==> src/rtl/snand_boot_pkg.sv <==
package snand_boot_pkg;

    localparam logic [7:0] OP_DEV_RESET  = 8'hFF;
    localparam logic [7:0] OP_READ_IDENT = 8'h9F;
    localparam logic [7:0] OP_SET_FEAT   = 8'h1F;
    localparam logic [7:0] FEAT_PROTECT  = 8'hA0;
    localparam logic [7:0] PROT_KEEP_ALL = 8'h38;
    localparam logic [7:0] PROT_OPEN_ALL = 8'h00;

    typedef enum logic [2:0] {
        ST_RST_TX,
        ST_RST_GAP,
        ST_SETTLE,
        ST_ID_TX,
        ST_ID_CHECK,
        ST_LOCK_TX,
        ST_READY,
        ST_NODEV
    } boot_st_e;

    typedef struct packed {
        boot_st_e    st;
        logic [1:0]  idx;
        logic        inflight;
        logic        cs_n;
        logic        pass;
        logic [15:0] id;
        logic        ready;
        logic        err;
    } boot_regs_t;

endpackage

==> src/rtl/snand_shift.sv <==
module snand_shift #(
    parameter int HALF_DIV = 4
) (
    input  logic       clk,
    input  logic       rst_n,
    input  logic       start,
    input  logic [7:0] tx_byte,
    input  logic       miso,
    output logic       sck,
    output logic       mosi,
    output logic       busy,
    output logic       done,
    output logic [7:0] rx_byte
);
    localparam int DW = (HALF_DIV > 1) ? $clog2(HALF_DIV) : 1;
    localparam logic [DW-1:0] DIV_LAST = DW'(HALF_DIV - 1);

    typedef struct packed {
        logic          busy;
        logic          sck;
        logic          done;
        logic [DW-1:0] div;
        logic [2:0]    bitc;
        logic [7:0]    sh;
        logic [7:0]    rx;
    } shift_regs_t;

    shift_regs_t r_d, r_q;

    always_comb begin
        r_d      = r_q;
        r_d.done = 1'b0;
        if (!r_q.busy) begin
            if (start) begin
                r_d.busy = 1'b1;
                r_d.sh   = tx_byte;
                r_d.div  = '0;
                r_d.bitc = '0;
                r_d.sck  = 1'b0;
            end
        end else if (r_q.div == DIV_LAST) begin
            r_d.div = '0;
            if (!r_q.sck) begin
                r_d.sck = 1'b1;
                r_d.rx  = {r_q.rx[6:0], miso};
            end else begin
                r_d.sck = 1'b0;
                r_d.sh  = {r_q.sh[6:0], 1'b0};
                if (r_q.bitc == 3'd7) begin
                    r_d.busy = 1'b0;
                    r_d.done = 1'b1;
                end else begin
                    r_d.bitc = r_q.bitc + 3'd1;
                end
            end
        end else begin
            r_d.div = r_q.div + DW'(1);
        end
    end

    always_ff @(posedge clk or negedge rst_n) begin
        if (!rst_n) r_q <= '0;
        else        r_q <= r_d;
    end

    assign sck     = r_q.sck;
    assign mosi    = r_q.sh[7];
    assign busy    = r_q.busy;
    assign done    = r_q.done;
    assign rx_byte = r_q.rx;

    // data line frozen during the high phase of SCK
    a_r10_mosi_steady_high: assert property (@(posedge clk) disable iff (!rst_n)
        r_q.sck |-> $stable(r_q.sh[7]));

    // a byte completes only on a falling SCK
    a_r10_done_after_fall: assert property (@(posedge clk) disable iff (!rst_n)
        r_q.done |-> (!r_q.sck && $past(r_q.sck)));

endmodule

==> src/rtl/snand_timer.sv <==
module snand_timer #(
    parameter int W = 8
) (
    input  logic         clk,
    input  logic         rst_n,
    input  logic         load,
    input  logic [W-1:0] load_val,
    output logic         expired
);
    logic [W-1:0] cnt_d, cnt_q;

    always_comb begin
        cnt_d = cnt_q;
        if (load)               cnt_d = load_val;
        else if (cnt_q != '0)   cnt_d = cnt_q - W'(1);
    end

    always_ff @(posedge clk or negedge rst_n) begin
        if (!rst_n) cnt_q <= '0;
        else        cnt_q <= cnt_d;
    end

    assign expired = (cnt_q == '0);

    // a running count only moves down by one or is reloaded
    a_r2_count_monotone: assert property (@(posedge clk) disable iff (!rst_n)
        ($past(cnt_q) != '0 && !$past(load)) |-> (cnt_q == $past(cnt_q) - W'(1)));

endmodule

==> src/rtl/snand_id_match.sv <==
module snand_id_match #(
    parameter int                      NUM_IDS = 2,
    parameter logic [NUM_IDS*16-1:0]   ID_LIST = {16'h2C13, 16'h2C12}
) (
    input  logic [15:0] id,
    output logic        hit
);
    logic [NUM_IDS-1:0] eq;

    for (genvar g = 0; g < NUM_IDS; g++) begin : g_cmp
        assign eq[g] = (id == ID_LIST[g*16 +: 16]);
    end

    assign hit = |eq;

endmodule

==> src/rtl/snand_boot_seq.sv <==
module snand_boot_seq
    import snand_boot_pkg::*;
#(
    parameter int                    SCK_HALF_DIV = 4,
    parameter int                    RST_GAP_CYC  = 25000,
    parameter int                    SETTLE_CYC   = 100000,
    parameter int                    NUM_IDS      = 2,
    parameter logic [NUM_IDS*16-1:0] ID_LIST      = {16'h2C13, 16'h2C12}
) (
    input  logic        clk,
    input  logic        rst_n,
    input  logic        ro_strap,
    output logic        spi_cs_n,
    output logic        spi_sck,
    output logic        spi_mosi,
    input  logic        spi_miso,
    output logic        ready,
    output logic        no_dev_err,
    output logic [15:0] dev_id
);
    localparam int TMAX = (RST_GAP_CYC > SETTLE_CYC) ? RST_GAP_CYC : SETTLE_CYC;
    localparam int TW   = $clog2(TMAX + 1);

    boot_regs_t q, n;

    logic          sh_start, sh_busy, sh_done;
    logic [7:0]    sh_tx, sh_rx;
    logic          tm_load, tm_exp;
    logic [TW-1:0] tm_val;
    logic          id_hit;
    logic          in_frame;
    logic [1:0]    last_idx;

    snand_shift #(.HALF_DIV(SCK_HALF_DIV)) u_shift (
        .clk     (clk),
        .rst_n   (rst_n),
        .start   (sh_start),
        .tx_byte (sh_tx),
        .miso    (spi_miso),
        .sck     (spi_sck),
        .mosi    (spi_mosi),
        .busy    (sh_busy),
        .done    (sh_done),
        .rx_byte (sh_rx)
    );

    snand_timer #(.W(TW)) u_timer (
        .clk      (clk),
        .rst_n    (rst_n),
        .load     (tm_load),
        .load_val (tm_val),
        .expired  (tm_exp)
    );

    snand_id_match #(.NUM_IDS(NUM_IDS), .ID_LIST(ID_LIST)) u_match (
        .id  (q.id),
        .hit (id_hit)
    );

    function automatic logic [7:0] frame_byte(boot_st_e st, logic [1:0] idx, logic ro);
        logic [7:0] b;
        b = 8'h00;
        case (st)
            ST_RST_TX:  b = OP_DEV_RESET;
            ST_ID_TX:   b = (idx == 2'd0) ? OP_READ_IDENT : 8'h00;
            ST_LOCK_TX: begin
                if (idx == 2'd0)      b = OP_SET_FEAT;
                else if (idx == 2'd1) b = FEAT_PROTECT;
                else                  b = ro ? PROT_KEEP_ALL : PROT_OPEN_ALL;
            end
            default:    b = 8'h00;
        endcase
        return b;
    endfunction

    always_comb begin
        in_frame = (q.st == ST_RST_TX) || (q.st == ST_ID_TX) || (q.st == ST_LOCK_TX);
        case (q.st)
            ST_ID_TX:   last_idx = 2'd3;
            ST_LOCK_TX: last_idx = 2'd2;
            default:    last_idx = 2'd0;
        endcase
    end

    always_comb begin
        n        = q;
        sh_start = 1'b0;
        sh_tx    = 8'h00;
        tm_load  = 1'b0;
        tm_val   = '0;

        if (in_frame) begin
            if (!q.inflight) begin
                if (!sh_busy) begin
                    sh_start   = 1'b1;
                    sh_tx      = frame_byte(q.st, q.idx, ro_strap);
                    n.inflight = 1'b1;
                    n.cs_n     = 1'b0;
                end
            end else if (sh_done) begin
                n.inflight = 1'b0;
                if (q.st == ST_ID_TX && q.idx == 2'd2) n.id[15:8] = sh_rx;
                if (q.st == ST_ID_TX && q.idx == 2'd3) n.id[7:0]  = sh_rx;
                if (q.idx == last_idx) begin
                    n.idx  = 2'd0;
                    n.cs_n = 1'b1;
                    case (q.st)
                        ST_RST_TX: begin
                            n.st    = ST_RST_GAP;
                            tm_load = 1'b1;
                            tm_val  = TW'(RST_GAP_CYC);
                        end
                        ST_ID_TX:  n.st = ST_ID_CHECK;
                        default:   n.st = ST_READY;
                    endcase
                end else begin
                    n.idx = q.idx + 2'd1;
                end
            end
        end else begin
            case (q.st)
                ST_RST_GAP: begin
                    if (tm_exp) begin
                        if (!q.pass) begin
                            n.pass = 1'b1;
                            n.st   = ST_RST_TX;
                        end else begin
                            n.st    = ST_SETTLE;
                            tm_load = 1'b1;
                            tm_val  = TW'(SETTLE_CYC);
                        end
                    end
                end
                ST_SETTLE: begin
                    if (tm_exp) n.st = ST_ID_TX;
                end
                ST_ID_CHECK: begin
                    if (id_hit) begin
                        n.st = ST_LOCK_TX;
                    end else begin
                        n.st  = ST_NODEV;
                        n.err = 1'b1;
                    end
                end
                ST_READY: n.ready = 1'b1;
                ST_NODEV: n.err   = 1'b1;
                default:  n.st    = q.st;
            endcase
        end
    end

    always_ff @(posedge clk or negedge rst_n) begin
        if (!rst_n) begin
            q      <= '0;
            q.st   <= ST_RST_TX;
            q.cs_n <= 1'b1;
        end else begin
            q <= n;
        end
    end

    assign spi_cs_n   = q.cs_n;
    assign ready      = q.ready;
    assign no_dev_err = q.err;
    assign dev_id     = q.id;

    a_r7_ready_bus_idle: assert property (@(posedge clk) disable iff (!rst_n)
        ready |-> (spi_cs_n && !spi_sck));

    a_r7_ready_holds: assert property (@(posedge clk) disable iff (!rst_n)
        ready |=> ready);

    a_r7_ready_err_excl: assert property (@(posedge clk) disable iff (!rst_n)
        !(ready && no_dev_err));

    a_r8_err_holds: assert property (@(posedge clk) disable iff (!rst_n)
        no_dev_err |=> (no_dev_err && $stable(dev_id)));

    a_r5_err_bus_idle: assert property (@(posedge clk) disable iff (!rst_n)
        no_dev_err |-> spi_cs_n);

    a_r10_sck_needs_cs: assert property (@(posedge clk) disable iff (!rst_n)
        spi_cs_n |-> !spi_sck);

    a_r2_quiet_in_wait: assert property (@(posedge clk) disable iff (!rst_n)
        (q.st == ST_RST_GAP || q.st == ST_SETTLE) |-> (spi_cs_n && !sh_busy));

endmodule

==> config.mk <==
export PLATFORM = sky130hd
export DESIGN_NAME = snand_boot_seq
export DESIGN_NICKNAME = d
export VERILOG_FILES = /design/src/rtl/snand_boot_pkg.sv /design/src/rtl/snand_shift.sv /design/src/rtl/snand_timer.sv /design/src/rtl/snand_id_match.sv /design/src/rtl/snand_boot_seq.sv
export SDC_FILE = /design/constraint.sdc
export NUM_CORES = 1
export LEC_CHECK = 0
export ABC_CLOCK_PERIOD_IN_PS = 4600
export BUFFER_PORTS_ARGS = -buffer_cell sky130_fd_sc_hd__buf_4
export CORE_MARGIN = 5
export CORE_UTILIZATION = 55
export CTS_BUF_LIST = sky130_fd_sc_hd__clkbuf_8 sky130_fd_sc_hd__clkbuf_16
export DETAILED_ROUTE_END_ITERATION = 10
export PLACE_DENSITY = 0.71
export SETUP_SLACK_MARGIN = 0.02
export SLEW_MARGIN = 5
export SYNTH_ARGS = -nofsm -noshare
export SYNTH_HDL_FRONTEND = slang
export SYNTH_SLANG_ARGS = --single-unit
==> constraint.sdc <==
create_clock -name clk -period 4.6 [get_ports clk]
set_input_delay 0.46 -clock clk [delete_from_list [all_inputs] [get_ports clk]]
set_output_delay 0.46 -clock clk [all_outputs]
set_load 0.02 [all_outputs]
==> reports/metrics.csv, run 1 <==
stage;metric;value;unit
worst_setup_path;timing.rr.start;u_timer.cnt_q[0]$_DFFE_PN0P_;
sta;worst_pin_slew;0.801;ns
placed_design;place.gp.congestion;0.849;
clock_tree;numCtsBuffers;9;
detailed_routing;num_vias;2418;
yosys;yosys.area.top_type;dfrtp_1;
sta;setup_viol;0;
yosys;synth-main-ff-cell;dfrtp_1;
floorplanning;ioPinCount;25;
grt;grt_pass1_vias;2304;
grt;grt_overflow;0;
job;maxCapViolCount;0;
floorplanning;core_area;5990;um2
grt;grt_max_degree;68;
sta;skew;0.0116;ns
sta;finalCritPeriodShare;0.518;
yosys;ys_async_sr_fraction;1.00;
detailed_routing;firstDrtPassIters;5;
final_layout;final_layout_size_suffix_gt1_frac;0.224;
sta;whs;0.206;ns
floorplanning;initial_core_util;0.572;
worst_setup_path;slowest_delay;0.50;ns
detailed_routing;avgViaCountPerCell;5.83;
detailed_routing;met2WireLength;3.00;mm
clock_tree;cts_tree;done;
detailed_routing;wl_per_cell;15.6;um
worst_setup_path;regToRegSetupSlack;2.22;ns
final_layout;utilization;0.632;
worst_setup_path;endpoint;u_timer.cnt_q[4]$_DFFE_PN0P_;
worst_setup_path;rr_worst_depth;7;
worst_setup_path;worst-path-buf-inv;1;
detailed_routing;top_layer_used;met4;
power;p_leak;1.92;nW
clock_tree;cts_max_level;3;
worst_setup_path;crit_chain;inv_1 -> ha_1 -> nor4b_1 -> and4_1 -> nand3_1 -> nand2_1 -> nor2_1;
clock_tree;holdBufCountCts;0;
yosys;syn_avg_cell_area;10.5;um2
yosys;yosysWarnings;0;
clock_tree;cts_num_sinks;67;
yosys;synth.area.top_cells;dfrtp_1, mux2_2, buf_4;
clock_tree;cts.clk_slew.worst_paths;0.07;ns
detailed_routing;wl_met1;3.07;mm
yosys;synth_top_area_frac;0.482;
final_layout;antenna_cells;0;
floorplanning;die_y;89.0;um
yosys;synthTopCellsByCount;dfrtp_1, nand2_1, mux2_2, nor2_1, buf_4;
detailed_routing;drc;0;
yosys;synth-edff-count;0;
detailed_routing;met3_length;365;um
sta;fmax;0.420;GHz
detailed_routing;wirelength;6.48;mm
worst_setup_path;worst-setup-path-type;reg2reg;
clock_tree;ctsResizeCount;0;
worst_setup_path;startpoint;u_timer.cnt_q[0]$_DFFE_PN0P_;
yosys;syn_inst;326;
clock_tree;post_cts_buffers;0;
yosys;synth.net_count;339;
power;powerDensity;320;nW/um2
yosys;synth-seq-cells;67;
yosys;synth.cell_area;3430;um2
floorplanning;chipWidth;89.0;um
placed_design;dp.final_hpwl;4.56;mm
final_layout;fillers;488;
worst_setup_path;cp_slowest_cell;and4_1;
power;vdd_drop_max;0.000162;V
detailed_routing;ant_nets;0;
placed_design;portBuffers;24;
clock_tree;clock_latency;0.35;ns
worst_setup_path;startpoint_type;flip-flop;
yosys;yosysMostFrequentCell;dfrtp_1;
grt;grt_antenna_before_repair;0;
final_layout;num-nets-final;348;
grt;grt_pass1_wl;11.0;mm
final_layout;syn_to_final_growth;10.4;%
worst_setup_path;cp.depth;7;
detailed_routing;first_iter_violations;139;
yosys;ys_types;55;
worst_setup_path;cp-end-kind;flip-flop;
worst_hold_path;hp-class;in2async;
worst_setup_path;worstPathArrival;2.60;ns
sta;slew-limit-headroom;0.466;
clock_tree;root_buffer;clkbuf_8;
sta;hold_viol_final;0;
sta;drv_slew;0;
worst_setup_path;cp_max_fo;11;
floorplanning;rows;28;
floorplanning;die-area;7910;um2
yosys;seq_area_frac_synth;0.489;
run_status;status;completed;
worst_setup_path;worst_path_dominant_cell_family;simple AND/OR/NAND/NOR gates;
worst_setup_path;reg2reg_to;u_timer.cnt_q[4]$_DFFE_PN0P_;
sta;rsz0062_at_grt;false;
sta;fin_crit;2.38;ns
clock_tree;clock_path_buffers;2;
sta;fin_tns_setup;0;ns
worst_setup_path;worst-endpoint-required;4.82;ns
grt;grt_usage;0.183;
sequential cells by signal, summed over array words and instances, names as in the netlist:
name and cells:
u_shift.sck 1, no_dev_err 1, u_shift.busy 1, u_timer.cnt_q 17, spi_cs_n 1, u_shift.rx_byte 8, ready 1, dev_id 16
q 7, u_shift.mosi 1, u_shift.done 1, u_shift.r_q 12
worst reg2reg max path, cell delays in order, from the launching register on:
cell	delay (ns)
dfrtp_1	0.41
inv_1	0.13
ha_1	0.16
nor4b_1	0.32
and4_1	0.50
nand3_1	0.33
nand2_1	0.32
nor2_1	0.09
kinds of logic after synthesis:
| group | count (synthesis) | share of synthesized area |
|---|---|---|
| fa+ha+maj | 10 | 0.0358 |
| xor+xnor | 15 | 0.0383 |
| compound gates | 53 | 0.105 |
| buf+inv | 34 | 0.0569 |
| flops | 67 | 0.489 |
| mux | 30 | 0.0974 |
| simple gates | 117 | 0.177 |
through the flow:
| stage | cell area, um2 | worst slack [ns] | total power [mW] | cells |
|---|---|---|---|---|
| floorplan | 3430 | 2.77 | 0.608 | 326 |
| global placement | 3540 | 2.38 | 0.623 | 399 |
| detailed placement | 3540 | 2.27 | 0.623 | 399 |
| CTS | 3790 | 2.25 | 1.22 | 415 |
| global route | 3790 | 2.09 | 1.25 | 415 |
| finish | 3790 | 2.22 | 1.21 | 415 |
final cells by class:
class | count | area [um2] | area share
repair buffers | 24 | 180 | 0.0476
flip-flops and latches | 67 | 1680 | 0.443
inverters | 8 | 30.0 | 0.00793
clock buffers | 9 | 124 | 0.0327
clock inverters | 7 | 125 | 0.0330
well taps | 75 | 93.8 | 0.0248
multi-input cells | 225 | 1560 | 0.411
metal layers:
layer  vias to the layer above  GRT usage
met3                         5     0.0470
met2                        65      0.276
met5                         -          0
met4                         0     0.0731
li1                       1171          -
met1                      1177      0.253
layout by cell type (no fill, tap or decap), types with 6 or more instances in the layout:
cell and count:
nor3_1 10, nand2_1 29, dfrtp_1 66, inv_1 7, nand4_1 6, nand3_1 13, o21ai_0 13, ha_1 9
xor2_1 8, a21oi_1 9, buf_4 24, clkbuf_8 9, xnor2_1 7, mux2_2 27, nor2_1 27
power breakdown:
part | switching (mW) | internal [mW]
combinational | 0.0114 | 0.00391
clock | 0.235 | 0.364
sequential | 0.00320 | 0.592
total | 0.250 | 0.960
worst min-delay path by stage:
stage / slack, ns / endpoint / startpoint / depth (start not counted)
after floorplan: 0.16 / dev_id[0]$_DFFE_PN0P_ / rst_n / 0
after global placement: 0.45 / ready$_DFFE_PN0P_ / ready$_DFFE_PN0P_ / 1
after detailed placement: 0.45 / ready$_DFFE_PN0P_ / ready$_DFFE_PN0P_ / 1
after CTS: 0.24 / dev_id[9]$_DFFE_PN0P_ / rst_n / 1
after global routing: 0.27 / u_timer.cnt_q[5]$_DFFE_PN0P_ / rst_n / 1
final: 0.21 / u_timer.cnt_q[5]$_DFFE_PN0P_ / rst_n / 1
(Power assumes the default switching activity.)
==> run 2: changes to the inputs <==
Settings changed: ABC_AREA set to 1, ABC_CLOCK_PERIOD_IN_PS 4600 to 2360, PLACE_DENSITY 0.71 to 0.7.
Clock period 4.6 ns to 2.36 ns, I/O delays scaled along.
==> run 2 against run 1 <==
  * Final cell count grew 36%
  * Non-clock buffer count is the same
  * Largest cell class is now multi-input combinational cells
  * Final area rose by 8.9%
  * Fmax up 34%
  * First-iteration DRC count decreased by 2.9%
  * Combinational power grew 150%
  * Utilization is 2.2 points lower
  * Register-to-register slack worse by 1.6 ns
  * The flow now finishes with violations (hold timing)
  * Routed wire length grew 15%
  * Die area increased by 9.5%
==> reports/metrics.csv, run 2 <==
stage;metric;value;unit;change
power;switchingPower;0.476;mW;was 0.250 mW
run_status;violations;hold timing;;
yosys;synth_top_area_frac;0.435;;was 0.482
power;p_leak;2.29;nW;was 1.92 nW
yosys;syn_avg_cell_area;8.15;um2;was 10.5 um2
yosys;synth-seq-cells;67;;unchanged
yosys;synthTopCellsByCount;nand2_1, dfrtp_1, nor2_1;;was dfrtp_1, nand2_1, mux2_2, nor2_1, buf_4
floorplanning;die_y;93.1;um;was 89.0 um
floorplanning;rows;30;;was 28
clock_tree;root_buffer;clkbuf_8;;unchanged
clock_tree;clock_path_buffers;2;;unchanged
sta;hold_viol_final;6;;was 0
yosys;syn_inst;466;;was 326
sta;finalCritPeriodShare;0.751;;was 0.518
power;seq_power_share;0.519;;was 0.492
placed_design;portBuffers;24;;unchanged
detailed_routing;ant_nets;0;;unchanged
sta;fmax;0.565;GHz;was 0.420 GHz
worst_setup_path;cp_max_fo;11;;unchanged
floorplanning;chipWidth;93.1;um;was 89.0 um
worst_setup_path;startpoint_type;flip-flop;;unchanged
clock_tree;holdBufCountCts;0;;unchanged
yosys;yosysMostFrequentCell;nand2_1;;was dfrtp_1
clock_tree;ctsResizeCount;0;;unchanged
clock_tree;numCtsBuffers;9;;unchanged
yosys;ys_types;38;;was 55
sta;slew-limit-headroom;0.433;;was 0.466
clock_tree;cts_max_level;3;;unchanged
sta;setup_viol;0;;unchanged
sta;worst_slack;0.589;ns;was 2.22 ns
grt;grt_max_degree;68;;unchanged
clock_tree;cts_num_sinks;67;;unchanged
sta;fin_tns_setup;0;ns;unchanged
sta;worst_pin_slew;0.850;ns;was 0.801 ns
sta;whs;-0.0167;ns;was 0.206 ns
final_layout;fin_area;4120;um2;was 3790 um2
worst_setup_path;crit_chain;nand3_2 -> nand3_4 -> nand2_4 -> inv_2 -> nand2_4 -> nand2_4 -> nand2_2 -> nor2_1 -> nor2_1;;was inv_1 -> ha_1 -> nor4b_1 -> and4_1 -> nand3_1 -> nand2_1 -> nor2_1
yosys;seq_area_frac_synth;0.442;;was 0.489
worst_setup_path;worst-setup-path-type;reg2reg;;unchanged
detailed_routing;first_iter_violations;135;;was 139
power;power.share.clock;0.464;;was 0.496
detailed_routing;firstDrtPassIters;4;;was 5
power;p_sw_frac;0.214;;was 0.206
clock_tree;cts_tree;done;;unchanged
yosys;ys_async_sr_fraction;1.00;;unchanged
final_layout;antenna_cells;0;;unchanged
floorplanning;initial_core_util;0.562;;was 0.572
power;p_int;1.75;mW;was 0.960 mW
final_layout;largest_register_ffs;17;;unchanged
final_layout;syn_to_final_growth;8.60;%;was 10.4%
sta;fin_crit;1.77;ns;was 2.38 ns
worst_setup_path;slowest_delay;0.60;ns;was 0.50 ns
job;maxCapViolCount;0;;unchanged
detailed_routing;num_vias;2957;;was 2418
yosys;synth.cell_area;3800;um2;was 3430 um2
worst_setup_path;critical_path.most_common_cell;nand2_4;;
power;vdd_drop_max;0.000425;V;was 0.000162 V
sta;rsz0062_at_grt;false;;unchanged
floorplanning;die-area;8670;um2;was 7910 um2
placed_design;place_area;3910;um2;was 3540 um2
floorplanning;ioPinCount;25;;unchanged
yosys;synth.area.top_cells;dfrtp_1, nand2_1, nor2_1;;was dfrtp_1, mux2_2, buf_4
detailed_routing;avgViaCountPerCell;5.25;;was 5.83
final_layout;final_common_cell;nand2_1;;was dfrtp_1
yosys;synth-main-ff-cell;dfrtp_1;;unchanged
worst_hold_path;hp-class;in2async;;unchanged
final_layout;fillers;592;;was 488
yosys;synth.net_count;479;;was 339
clock_tree;cts.clk_slew.worst_paths;0.07;ns;about the same
power;powerDensity;540;nW/um2;was 320 nW/um2
grt;grt_pass1_wl;13.4;mm;was 11.0 mm
grt;grt_antenna_before_repair;0;;unchanged
worst_setup_path;worst-endpoint-required;2.59;ns;was 4.82 ns
detailed_routing;wl_per_cell;13.3;um;was 15.6 um
worst_setup_path;worstPathArrival;2.00;ns;was 2.60 ns
placed_design;dpl_worst_slack;0.604;ns;was 2.27 ns
yosys;synth-edff-count;0;;unchanged
clock_tree;post_cts_buffers;0;;unchanged
final_layout;final_layout_size_suffix_gt1_frac;0.182;;was 0.224
final_layout;top_register;u_timer.cnt_q;;unchanged
yosys;yosys.area.top_type;dfrtp_1;;unchanged
yosys;yosysWarnings;0;;unchanged
sta;drv_slew;0;;unchanged
worst_setup_path;cp_slowest_cell;dfrtp_1;;was and4_1
power;combinationalPowerShare;0.017;;was 0.013
grt;grt_overflow;0;;unchanged
final_layout;num-nets-final;491;;was 348
final_layout;final_cell_mix;nand2_1, dfrtp_1, nor2_1;;was dfrtp_1, nand2_1, nor2_1, mux2_2, buf_4
placed_design;dp.final_hpwl;5.43;mm;was 4.56 mm
detailed_routing;wirelength;7.47;mm;was 6.48 mm
floorplanning;core_area;6760;um2;was 5990 um2
detailed_routing;drc;0;;unchanged
clock_tree;clock_latency;0.33;ns;was 0.35 ns
placed_design;place.gp.congestion;0.892;;was 0.849
sta;skew;0.00671;ns;was 0.0116 ns
grt;grt_pass1_vias;2841;;was 2304
grt;grt_usage;0.195;;was 0.183
worst_setup_path;cp-end-kind;flip-flop;;unchanged
run_status;status;finished with violations;;was completed
run 2: changes by cell type after synthesis, moves of 8 or more:
cell / before / now
mux2_2: 27 / 0
inv_1: 7 / 48
nor2_1: 27 / 62
nand3_1: 13 / 32
nand2_1: 29 / 118
o21ai_2: 1 / 16
nor3_1: 10 / 2
run 2: worst max-delay path: cells and delay by family (launching register included):
kind,cells,cell delay [ns]
buffers and inverters,1,0.08
flip-flops,1,0.60
AND/OR/NAND/NOR,8,0.98
run 2: through the flow:
| stage | std cells | power [mW] | util |
|---|---|---|---|
| 4_1_cts | 563 | 2.26 | 0.610 |
| 2_1_floorplan | 466 | 1.19 | - |
| 6_report | 563 | 2.23 | 0.610 |
| 5_1_grt | 563 | 2.34 | 0.610 |
| 3_3_place_gp | 547 | 1.22 | 0.578 |
| 3_5_place_dp | 547 | 1.22 | 0.578 |
run 2: logic make-up (layout without fill, tap and decap cells):
kind of cell,Yosys count,count (layout),synth area share
compound gates,54,54,0.0952
simple gates,252,252,0.319
flops,67,67,0.442
buf+inv,78,95,0.101
xor+xnor,6,6,0.0138
fa+ha+maj,9,9,0.0297
run 2: power by group through the flow:
stage | registers [mW] | logic [mW] | clock network [mW]
2_1_floorplan | 1.18 | 0.0108 | 0
3_3_place_gp | 1.18 | 0.0402 | 0
3_5_place_dp | 1.18 | 0.0407 | 0
4_1_cts | 1.16 | 0.0407 | 1.07
5_1_grt | 1.16 | 0.0468 | 1.13
6_report | 1.16 | 0.0380 | 1.03
run 2: area by class of cell:
class / count / area, um2 / area share
multi-input cells: 321 / 1740 / 0.421
inverters: 55 / 211 / 0.0513
clock buffers: 9 / 124 / 0.0300
clock inverters: 7 / 93.8 / 0.0228
flip-flops and latches: 67 / 1680 / 0.407
well taps: 80 / 100 / 0.0243
repair buffers: 24 / 180 / 0.0437
run 2: metal layers:
layer / wire, um / global-route usage / vias up
li1: - / - / 1505
met1: 3540 / 0.263 / 1381
met2: 3600 / 0.312 / 60
met3: 250 / 0.0467 / 11
met4: 83 / 0.0562 / 0
met5: 0 / 0 / -
run 2: final timing paths:
kind	depth (start not counted)	endpoint	startpoint	slack [ns]
max in group asynchronous	1	dev_id[7]$_DFFE_PN0P_	rst_n	1.80
min	1	q[23]$_DFFE_PN0P_	rst_n	-0.02
min in group clk	3	u_shift.rx_byte[0]$_DFFE_PN0P_	spi_miso	0.14
min reg2reg	1	no_dev_err$_DFFE_PN0P_	no_dev_err$_DFFE_PN0P_	0.47
max reg2reg	9	u_shift.r_q[10]$_DFFE_PN0P_	q[23]$_DFFE_PN0P_	0.59
max	9	u_shift.r_q[10]$_DFFE_PN0P_	q[23]$_DFFE_PN0P_	0.59
